## src/rtl/kwdt_pkg.sv

```systemverilog
package kwdt_pkg;
  localparam int          BUS_W      = 32;
  localparam int          HALF_W     = 6;
  localparam logic [15:0] WR_KEY     = 16'h16AA;
  localparam logic [11:0] KICK_MAGIC = 12'hA57;
  localparam logic [7:0]  OFS_CTRL   = 8'h10;
  localparam logic [7:0]  OFS_CFG    = 8'h14;
  localparam logic [7:0]  OFS_MODE   = 8'h18;

  typedef enum logic [1:0] {
    ACT_NONE  = 2'b00,
    ACT_RESET = 2'b01,
    ACT_IRQ   = 2'b10,
    ACT_RSVD  = 2'b11
  } expiry_act_e;

  // Timeout code to number of half-second ticks.
  function automatic logic [HALF_W-1:0] code_to_halves(input logic [3:0] code);
    logic [HALF_W-1:0] c6;
    c6 = HALF_W'(code);
    if (code == 4'd0)       return HALF_W'(1);
    else if (code <= 4'd6)  return c6 << 1;
    else if (code <= 4'd11) return (c6 << 2) - HALF_W'(12);
    else                    return HALF_W'(32);
  endfunction
endpackage

```

## src/rtl/kwdt_regs.sv

```systemverilog
module kwdt_regs
  import kwdt_pkg::*;
#(
  parameter int ADDR_W = 8
) (
  input  logic              clk,
  input  logic              rst_n,
  input  logic              wr,
  input  logic [ADDR_W-1:0] addr,
  input  logic [BUS_W-1:0]  wdata,
  output logic [BUS_W-1:0]  rdata,
  output expiry_act_e       act,
  output logic              en,
  output logic              kick,
  output logic              mode_wr,
  output logic              irq_clr,
  output logic [3:0]        load_code
);
  localparam logic [ADDR_W-1:0] A_CTRL = ADDR_W'(OFS_CTRL);
  localparam logic [ADDR_W-1:0] A_CFG  = ADDR_W'(OFS_CFG);
  localparam logic [ADDR_W-1:0] A_MODE = ADDR_W'(OFS_MODE);

  expiry_act_e act_q, act_d;
  logic        en_q, en_d;
  logic [3:0]  code_q, code_d;
  logic        key_ok, cfg_wr;

  always_comb begin
    key_ok  = (wdata[31:16] == WR_KEY);
    kick    = wr && (addr == A_CTRL) && wdata[0] && (wdata[12:1] == KICK_MAGIC);
    cfg_wr  = wr && (addr == A_CFG) && key_ok;
    mode_wr = wr && (addr == A_MODE) && key_ok;
    irq_clr = kick || (mode_wr && !wdata[0]);

    act_d  = act_q;
    en_d   = en_q;
    code_d = code_q;
    if (cfg_wr) act_d = expiry_act_e'(wdata[1:0]);
    if (mode_wr) begin
      en_d   = wdata[0];
      code_d = wdata[7:4];
    end
    load_code = mode_wr ? wdata[7:4] : code_q;
  end

  always_ff @(posedge clk or negedge rst_n) begin
    if (!rst_n) begin
      act_q  <= ACT_NONE;
      en_q   <= 1'b0;
      code_q <= 4'd0;
    end else begin
      act_q  <= act_d;
      en_q   <= en_d;
      code_q <= code_d;
    end
  end

  always_comb begin
    rdata = '0;
    if (addr == A_CFG) rdata[1:0] = act_q;
    else if (addr == A_MODE) begin
      rdata[0]   = en_q;
      rdata[7:4] = code_q;
    end
  end

  assign act = act_q;
  assign en  = en_q;

  AST_KEY_GUARD_MODE: assert property (@(posedge clk) disable iff (!rst_n)
    (wr && addr == A_MODE && wdata[31:16] != WR_KEY) |=> (en_q == $past(en_q) && code_q == $past(code_q)));
  AST_KEY_GUARD_CFG: assert property (@(posedge clk) disable iff (!rst_n)
    (wr && addr == A_CFG && wdata[31:16] != WR_KEY) |=> (act_q == $past(act_q)));
endmodule

```

## src/rtl/kwdt_prescale.sv

```systemverilog
module kwdt_prescale #(
  parameter int TICKS_PER_HALF_SEC = 12_000_000
) (
  input  logic clk,
  input  logic rst_n,
  input  logic run,
  input  logic restart,
  output logic tick
);
  localparam int PW = (TICKS_PER_HALF_SEC > 1) ? $clog2(TICKS_PER_HALF_SEC) : 1;
  localparam logic [PW-1:0] LAST = PW'(TICKS_PER_HALF_SEC - 1);

  logic [PW-1:0] cnt_q, cnt_d;

  always_comb begin
    tick  = run && (cnt_q == LAST);
    cnt_d = cnt_q;
    if (restart || !run || tick) cnt_d = '0;
    else                         cnt_d = cnt_q + PW'(1);
  end

  always_ff @(posedge clk or negedge rst_n) begin
    if (!rst_n) cnt_q <= '0;
    else        cnt_q <= cnt_d;
  end
endmodule

```

## src/rtl/kwdt_counter.sv

```systemverilog
module kwdt_counter
  import kwdt_pkg::*;
(
  input  logic              clk,
  input  logic              rst_n,
  input  logic              en,
  input  logic              tick,
  input  logic              reload,
  input  logic [HALF_W-1:0] reload_val,
  output logic              expire
);
  logic [HALF_W-1:0] cnt_q, cnt_d;
  logic              step;

  always_comb begin
    step   = en && tick && (cnt_q != '0) && !reload;
    expire = step && (cnt_q == HALF_W'(1));
    cnt_d  = cnt_q;
    if (reload)    cnt_d = reload_val;
    else if (step) cnt_d = cnt_q - HALF_W'(1);
  end

  always_ff @(posedge clk or negedge rst_n) begin
    if (!rst_n) cnt_q <= '0;
    else        cnt_q <= cnt_d;
  end

  AST_FROZEN_WHEN_OFF: assert property (@(posedge clk) disable iff (!rst_n)
    (!en && !reload) |=> $stable(cnt_q));
  AST_SINGLE_EXPIRY: assert property (@(posedge clk) disable iff (!rst_n)
    expire |=> !expire);
endmodule

```

## src/rtl/kwdt_action.sv

```systemverilog
module kwdt_action
  import kwdt_pkg::*;
#(
  parameter int RST_CYCLES = 64
) (
  input  logic        clk,
  input  logic        rst_n,
  input  logic        expire,
  input  expiry_act_e act,
  input  logic        irq_clr,
  output logic        sys_rst_o,
  output logic        irq_o
);
  localparam int RW = $clog2(RST_CYCLES + 1);

  logic [RW-1:0] pcnt_q, pcnt_d;
  logic          irq_q, irq_d;

  always_comb begin
    pcnt_d = pcnt_q;
    if (expire && act == ACT_RESET) pcnt_d = RW'(RST_CYCLES);
    else if (pcnt_q != '0)          pcnt_d = pcnt_q - RW'(1);

    irq_d = irq_q;
    if (expire && act == ACT_IRQ) irq_d = 1'b1;
    else if (irq_clr)             irq_d = 1'b0;
  end

  always_ff @(posedge clk or negedge rst_n) begin
    if (!rst_n) begin
      pcnt_q <= '0;
      irq_q  <= 1'b0;
    end else begin
      pcnt_q <= pcnt_d;
      irq_q  <= irq_d;
    end
  end

  assign sys_rst_o = (pcnt_q != '0);
  assign irq_o     = irq_q;

  AST_RST_CAUSE: assert property (@(posedge clk) disable iff (!rst_n)
    $rose(sys_rst_o) |-> ($past(expire) && $past(act) == ACT_RESET));
  AST_IRQ_CAUSE: assert property (@(posedge clk) disable iff (!rst_n)
    $rose(irq_o) |-> ($past(expire) && $past(act) == ACT_IRQ));
  AST_IRQ_CLEAR: assert property (@(posedge clk) disable iff (!rst_n)
    (irq_o && irq_clr && !expire) |=> !irq_o);
endmodule

```

## src/rtl/keyed_wdog.sv

```systemverilog
module keyed_wdog
  import kwdt_pkg::*;
#(
  parameter int ADDR_W             = 8,
  parameter int TICKS_PER_HALF_SEC = 12_000_000,
  parameter int RST_CYCLES         = 64
) (
  input  logic              clk,
  input  logic              rst_n,
  input  logic              bus_wr,
  input  logic [ADDR_W-1:0] bus_addr,
  input  logic [31:0]       bus_wdata,
  output logic [31:0]       bus_rdata,
  output logic              sys_rst_o,
  output logic              irq_o
);
  logic [1:0]        rsync_q;
  logic              rst_ns;
  expiry_act_e       act;
  logic              en, kick, mode_wr, irq_clr, reload, tick, expire;
  logic [3:0]        load_code;
  logic [HALF_W-1:0] reload_val;

  // Asynchronous assertion, synchronous release.
  always_ff @(posedge clk or negedge rst_n) begin
    if (!rst_n) rsync_q <= 2'b00;
    else        rsync_q <= {rsync_q[0], 1'b1};
  end
  assign rst_ns = rsync_q[1];

  kwdt_regs #(.ADDR_W(ADDR_W)) u_regs (
    .clk(clk), .rst_n(rst_ns), .wr(bus_wr), .addr(bus_addr), .wdata(bus_wdata),
    .rdata(bus_rdata), .act(act), .en(en), .kick(kick), .mode_wr(mode_wr),
    .irq_clr(irq_clr), .load_code(load_code)
  );

  assign reload     = kick || mode_wr;
  assign reload_val = code_to_halves(load_code);

  kwdt_prescale #(.TICKS_PER_HALF_SEC(TICKS_PER_HALF_SEC)) u_pre (
    .clk(clk), .rst_n(rst_ns), .run(en), .restart(reload), .tick(tick)
  );

  kwdt_counter u_cnt (
    .clk(clk), .rst_n(rst_ns), .en(en), .tick(tick), .reload(reload),
    .reload_val(reload_val), .expire(expire)
  );

  kwdt_action #(.RST_CYCLES(RST_CYCLES)) u_act (
    .clk(clk), .rst_n(rst_ns), .expire(expire), .act(act), .irq_clr(irq_clr),
    .sys_rst_o(sys_rst_o), .irq_o(irq_o)
  );

  AST_RESET_QUIET: assert property (@(posedge clk) disable iff (!rst_ns)
    $past(!rst_ns) |-> (!sys_rst_o && !irq_o));
endmodule

```

## config.mk

```make
export PLATFORM = sky130hd
export DESIGN_NAME = keyed_wdog
export DESIGN_NICKNAME = d
export VERILOG_FILES = /design/src/rtl/kwdt_pkg.sv /design/src/rtl/kwdt_regs.sv /design/src/rtl/kwdt_prescale.sv /design/src/rtl/kwdt_counter.sv /design/src/rtl/kwdt_action.sv /design/src/rtl/keyed_wdog.sv
export SDC_FILE = /design/constraint.sdc
export NUM_CORES = 1
export LEC_CHECK = 0
export ABC_AREA = 0
export BUFFER_PORTS_ARGS = -buffer_cell sky130_fd_sc_hd__buf_2
export CAP_MARGIN = 30
export CORE_ASPECT_RATIO = 1.25
export CORE_MARGIN = 2
export CORE_UTILIZATION = 45
export CTS_BUF_LIST = sky130_fd_sc_hd__clkbuf_8
export DETAILED_ROUTE_END_ITERATION = 10
export HOLD_SLACK_MARGIN = 0.15
export MAX_ROUTING_LAYER = met4
export PLACE_DENSITY_LB_ADDON = 0.2
export SKIP_CTS_REPAIR_TIMING = 1
export SLEW_MARGIN = 20
export SYNTH_ARGS = -nofsm -noshare
export SYNTH_HDL_FRONTEND = slang
export SYNTH_SLANG_ARGS = --single-unit
export TNS_END_PERCENT = 5
```

## constraint.sdc

```tcl
create_clock -name clk -period 3.05 [get_ports clk]
set_clock_uncertainty 0.2 [all_clocks]
set_input_delay 0.4575 -clock clk [delete_from_list [all_inputs] [get_ports clk]]
set_output_delay 0.4575 -clock clk [all_outputs]
set_load 0.01 [all_outputs]
```

; Word-level counts from Yosys, hierarchy flattened
; Cells that the tools add are included.
[totals]
inputBits = 43
reg_bits = 47
output_inout_bits = 34
word_cells = 67
[op_classes]
order_cmp = 2
mux = 16
reduce_logical = 28
n_eq_ne = 9
n_addsub = 4
[ops]
columns = op, count
row1 = 6-bit two-way mux, 5
row2 = 24-bit by 1-bit adder with 24-bit output (second input constant), 1
row3 = 24-bit == test (second input constant), 1
row4 = 8-bit by 5-bit == test with 1-bit output (second input constant), 3
row5 = 24-bit two-way mux, 1
row6 = 16-bit by 13-bit == test with 1-bit output (second input constant), 1
row7 = 1-bit logical AND, 15
row8 = 7-bit two-way mux, 2
row9 = 12-bit == test (second input constant), 1
row10 = 4-bit two-way mux, 3
row11 = 7-bit nonzero test, 1
row12 = 7-bit by 1-bit subtractor with 7-bit output (second input constant), 1
row13 = 6-bit by 1-bit == test with 1-bit output (second input constant), 1
row14 = 2-bit nonzero test, 3
row15 = 6-bit nonzero test, 1
row16 = 6-bit by 1-bit subtractor with 6-bit output (second input constant), 1
row17 = 6-bit by 4-bit subtractor with 6-bit output (second input constant), 1
row18 = 1-bit two-way mux, 5
row19 = 4-bit by 3-bit <= comparator with 1-bit output (second input constant), 1
row20 = 4-bit <= comparator (second input constant), 1
row21 = 4-bit zero test, 1
row22 = 1-bit logical OR, 4
row23 = 1-bit zero test, 3
row24 = 2-bit by 1-bit == test with 1-bit output (second input constant), 1
row25 = 2-bit == test (second input constant), 1

; Longest topological paths before layout
[depth]
depth_word = 10
depth_mapped = 13
ltp_nobuf = 12

; By module
; From an unflattened synthesis, not the netlist that was laid out.
[unflattened]
hier_cells = 333
hier_area_um2 = 3148.0
[by_module_without_submodules]
columns = module, instances, cells_each, seq_area_each_um2, area_per_inst_um2
row1 = kwdt_prescale, 1, 141, 600.6, 1326.3
row2 = kwdt_regs, 1, 72, 175.2, 701.9
row3 = kwdt_counter, 1, 50, 150.1, 456.7
row4 = kwdt_action, 1, 43, 200.2, 435.4
row5 = keyed_wdog, 1, 27, 50.0, 227.7

; Least setup slack after synthesis
; Ideal clock, no wire load.
[synth_path]
path_type = input-to-reg
startpoint = input port bus_wdata[16]
endpoint = register u_cnt.cnt_q[2]
t_required_ns = 2.729
slack_ns = 0.146
path_buffers = 1
t_arrival_ns = 2.583
setup_time_ns = 0.121
path_stages = 11
cell_sequence = nor4bb_1 and4_1 nand3_4 buf_6 a21o_1 ha_1 nor2_1 o21ai_0 and4bb_2 o31a_1 o22a_1
[synth_between]
elab_chain_len = 8
word_cells_on_any_way = 15
cone_classes = 1 x add/sub / 2 x order compare / 1 x eq/ne / 5 x mux / 6 x reduce/logical
[synth_rtl]
columns = item, line
row1 = start: declaration, keyed_wdog.sv:12  ; input logic [31:0] bus_wdata,
row2 = 16-bit by 13-bit == test with 1-bit output *, kwdt_regs.sv:29  ; key_ok = (wdata[31:16] == WR_KEY);
row3 = 1-bit logical AND *, kwdt_regs.sv:32  ; mode_wr = wr && (addr == A_MODE) && key_ok;
row4 = 4-bit two-way mux *, kwdt_regs.sv:43  ; load_code = mode_wr ? wdata[7:4] : code_q;
row5 = net load_code[1], keyed_wdog.sv:21  ; logic [3:0] load_code;
row6 = 4-bit <= comparator, kwdt_pkg.sv:23  ; else if (code <= 4'd11) return (c6 << 2) - HALF_W'(12);
row7 = 6-bit two-way mux, kwdt_pkg.sv:23
row8 = 6-bit two-way mux, kwdt_pkg.sv:22  ; else if (code <= 4'd6) return c6 << 1;
row9 = 6-bit two-way mux *, kwdt_pkg.sv:21  ; if (code == 4'd0) return HALF_W'(1);
row10 = 6-bit two-way mux *, kwdt_counter.sv:19  ; if (reload) cnt_d = reload_val;
row11 = end signal: assignment, kwdt_counter.sv:25  ; else cnt_q <= cnt_d;
row12 = end: declaration, kwdt_counter.sv:12  ; logic [HALF_W-1:0] cnt_q, cnt_d;
; The timed path passes the listed nets; every way through them passes the cells marked *.
; A chain may end at the register's enable or synchronous reset.

; Worst setup path after layout
[layout_path]
startpoint = input port bus_wdata[16]
endpoint = register u_cnt.cnt_q[2]
[layout_between]
elab_chain_len = 8
word_cells_on_any_way = 15
cone_classes = 1 x add/sub / 2 x order compare / 1 x eq/ne / 5 x mux / 6 x reduce/logical
[layout_rtl]
columns = item, line
row1 = 16-bit by 13-bit == test with 1-bit output *, kwdt_regs.sv:29
row2 = 1-bit logical AND *, kwdt_regs.sv:32
row3 = 4-bit two-way mux *, kwdt_regs.sv:43
row4 = net load_code[0], keyed_wdog.sv:21
row5 = 6-bit by 4-bit subtractor with 6-bit output or 4-bit <= comparator (tied branches), kwdt_pkg.sv:23
row6 = 6-bit two-way mux, kwdt_pkg.sv:23
row7 = 6-bit two-way mux, kwdt_pkg.sv:22
row8 = 6-bit two-way mux *, kwdt_pkg.sv:21
row9 = 6-bit two-way mux *, kwdt_counter.sv:19
; Marked as above.

==> results_dict.tcl <==
set metrics [dict create \
    layout_min_cycle_time_ns 2.78 \
    syn_to_final_growth_pct 14.1 \
    finalNetCount 445 \
    fmax_mhz 360 \
    netlist_instances 332 \
    regArea_um2 1180 \
    reg2regPathDepth 7 \
    antenna_found_initial 0 \
    maxCapViolCount 0 \
    die_area_um2 7510 \
    port_buffers 47 \
    critPathRequiredTime_ns 3.05 \
    most-common-layout-cells "nor2_1, buf_2, dfrtp_1" \
    hold_class "reg -> reg" \
    fillCellCount 638 \
    rows 33 \
    async_flop_share 1.00 \
    ant_nets 0 \
    ys.flop_type "dfrtp_1" \
    syn_area_per_cell_um2 9.25 \
    seq_area_frac_synth 0.383 \
    root_buffer "clkbuf_8" \
    grt_util_met3 0.0288 \
    coreArea_um2 6570 \
    yosysWarnings 0 \
    cts_inserted_buffers 5 \
    synth.distinct_cells 55 \
    place.gp.congestion 0.807 \
    vias 2424 \
    endpoint_kind "register" \
    r2r-start "u_pre.cnt_q[0]" \
    critical_path_arrival_ns 2.78 \
    placed_cells 471 \
    viasPerCell 5.03 \
    rsz0062_at_grt "no" \
    hold_viol_final 0 \
    dr.pass1.iters 4 \
    drive_above_1_share 0.225 \
    min_period_over_period 0.912 \
    remaining_drc_errors 0 \
    globalRoute.totalOverflow 0 \
    clk_path_buf_depth 2 \
    worstSetupStartpointType "input port" \
    netlist_area_um2 3070 \
    finalPower_uw 1120 \
    grtUsageTotal 0.181 \
    grtUsageMet2 0.327 \
    grt-busiest-layer "met2" \
    max_slew.worst_pin.slew_ns 0.701 \
    chipWidth_um 77.9 \
    cts_tree "built" \
    clkTransAtPathRegs_ns 0.10 \
    diodes 0 \
    die_h_um 96.4 \
    critPathMaxFanout 3 \
    maxSlewHeadroom 0.531 \
    dp_hpwl_mm 4.81 \
    layout_commonest_cell "nor2_1" \
    drt_iter0_drc 87 \
    path_class "in -> reg" \
    synth_edf_count 0 \
    ys_seq_elements 47 \
    grt_max_degree 31 \
    fin_setup_tns_ns 0 \
    stdcell_count 482 \
    multi_input_area_um2 1710 \
    crit_path_start "bus_wdata[16]" \
    routedWlPerCell_um 13.1 \
    r2r_slack_ns 0.71 \
    total_leakage_power_uw 0.00159 \
    power.density_nw_per_um2 320 \
    use_met1 0.206 \
    clkLatencyLatePin_ns 0.31 \
    peakVddDrop_uv 250 \
    io_pins 77 \
    start_util 0.468 \
    routed_wl_mm 6.32 \
    final-max-slew-violation-count 0 \
    grt_pass1_wl_mm 10.6 \
    status "completed" \
    grt_pass1_vias 2373 \
    cts_htree_levels 2 \
    crit_end "u_cnt.cnt_q[2]" \
    cts.sinks 47 \
    r2r_end "u_cnt.cnt_q[3]" \
    setup_violations 0 \
]
per-stage QoR:
step | utilization | worst slack, ns | cell area [µm²] | hold slack (ns)
global route | 0.534 | 0.135 | 3510 | 0.176
CTS | 0.529 | 0.294 | 3480 | -0.301
finish | 0.534 | 0.270 | 3510 | 0.158
global placement | 0.512 | 0.0108 | 3360 | 0.0425
detailed placement | 0.515 | -0.0400 | 3380 | 0.00512
floorplan | - | 0.146 | 3170 | -0.0381
flip-flops by register name, indices dropped and copies added, names as in the netlist:
name	count
u_pre.cnt_q	24
u_act.pcnt_q	7
u_cnt.cnt_q	6
u_regs.code_q	4
rsync_q	2
u_regs.act	2
u_act.irq_o	1
u_regs.en	1
routing by layer:
metal | share of wire | wire (µm)
met5 | 0 | 0
met4 | 0.017 | 107
met3 | 0.055 | 346
met2 | 0.49 | 3070
met1 | 0.44 | 2790
worst min path at each step:
stage	endpoint	startpoint	cells after the start
after floorplan	rsync_q[0]	rst_n	0
after global placement	rsync_q[0]	rst_n	1
after detailed placement	u_act.pcnt_q[3]	rsync_q[1]	0
after CTS	rsync_q[1]	rst_n	1
after global routing	rsync_q[1]	rsync_q[0]	0
final	rsync_q[1]	rsync_q[0]	0
area by class of cell:
class | count | area share
Tap cell | 87 | 0.0310
Clock inverter | 3 | 0.00678
Sequential cell | 47 | 0.336
Clock buffer | 5 | 0.0196
Inverter | 13 | 0.0139
Timing Repair Buffer | 62 | 0.105
Multi-Input combinational cell | 265 | 0.488
critical path, cell delays in order:
cell      delay (ns)
buf_2           0.09
nor4bb_1        0.37
and4_1          0.35
nand3_4         0.10
mux2_2          0.24
inv_1           0.05
ha_1            0.20
nor2_1          0.11
o21ai_0         0.08
and4bb_2        0.25
o31a_1          0.27
o22a_1          0.20
power by group:
group | leakage (µW) | internal (µW) | switching [µW] | total (µW)
clock | 0.0000408 | 164 | 232 | 396
sequential | 0.000610 | 629 | 4.30 | 633
combinational | 0.000934 | 39.5 | 53.3 | 92.8
total | 0.00159 | 833 | 290 | 1120
synth_stat cells (2+ instances only):
| library cell | number | area share |
|---|---|---|
| a21o_1 | 2 | 0.0049 |
| a21oi_1 | 14 | 0.023 |
| and2_1 | 2 | 0.0041 |
| and3_1 | 9 | 0.018 |
| and3b_1 | 2 | 0.0057 |
| and4_1 | 2 | 0.0057 |
| buf_2 | 4 | 0.0065 |
| buf_4 | 26 | 0.064 |
| conb_1 | 2 | 0.0024 |
| dfrtp_1 | 47 | 0.38 |
| ha_1 | 8 | 0.033 |
| inv_1 | 13 | 0.016 |
| mux2_2 | 5 | 0.018 |
| mux2i_1 | 5 | 0.016 |
| nand2_1 | 20 | 0.024 |
| nand2b_1 | 4 | 0.0081 |
| nand3_1 | 12 | 0.020 |
| nand4_1 | 8 | 0.016 |
| nand4b_1 | 3 | 0.0086 |
| nor2_1 | 48 | 0.059 |
| nor2b_1 | 4 | 0.0081 |
| nor3_1 | 7 | 0.011 |
| nor3_2 | 2 | 0.0065 |
| nor3b_1 | 3 | 0.0073 |
| nor4_2 | 3 | 0.012 |
| nor4_4 | 2 | 0.014 |
| nor4b_1 | 2 | 0.0057 |
| nor4bb_1 | 5 | 0.016 |
| o21ai_0 | 8 | 0.013 |
| o22a_1 | 2 | 0.0057 |
| o31ai_1 | 2 | 0.0049 |
| or2_2 | 2 | 0.0041 |
| or3_1 | 5 | 0.010 |
| or3_4 | 2 | 0.0073 |
| xnor2_1 | 14 | 0.040 |
| xor2_1 | 14 | 0.040 |
cells by family (layout without fill, tap and decap cells):
group                    after synthesis  in the layout  synth area share
flip-flops                            47             47             0.383
buffers and inverters                 45             83            0.0908
multiplexers                          10             10            0.0346
other                                  2             27           0.00244
AO/OA/AOI/OAI                         38             38            0.0786
adder cells (fa/ha/maj)                8              8            0.0326
XOR/XNOR                              28             28            0.0798
AND/OR/NAND/NOR                      154            154             0.298
Power figures use the tool's default switching activity.
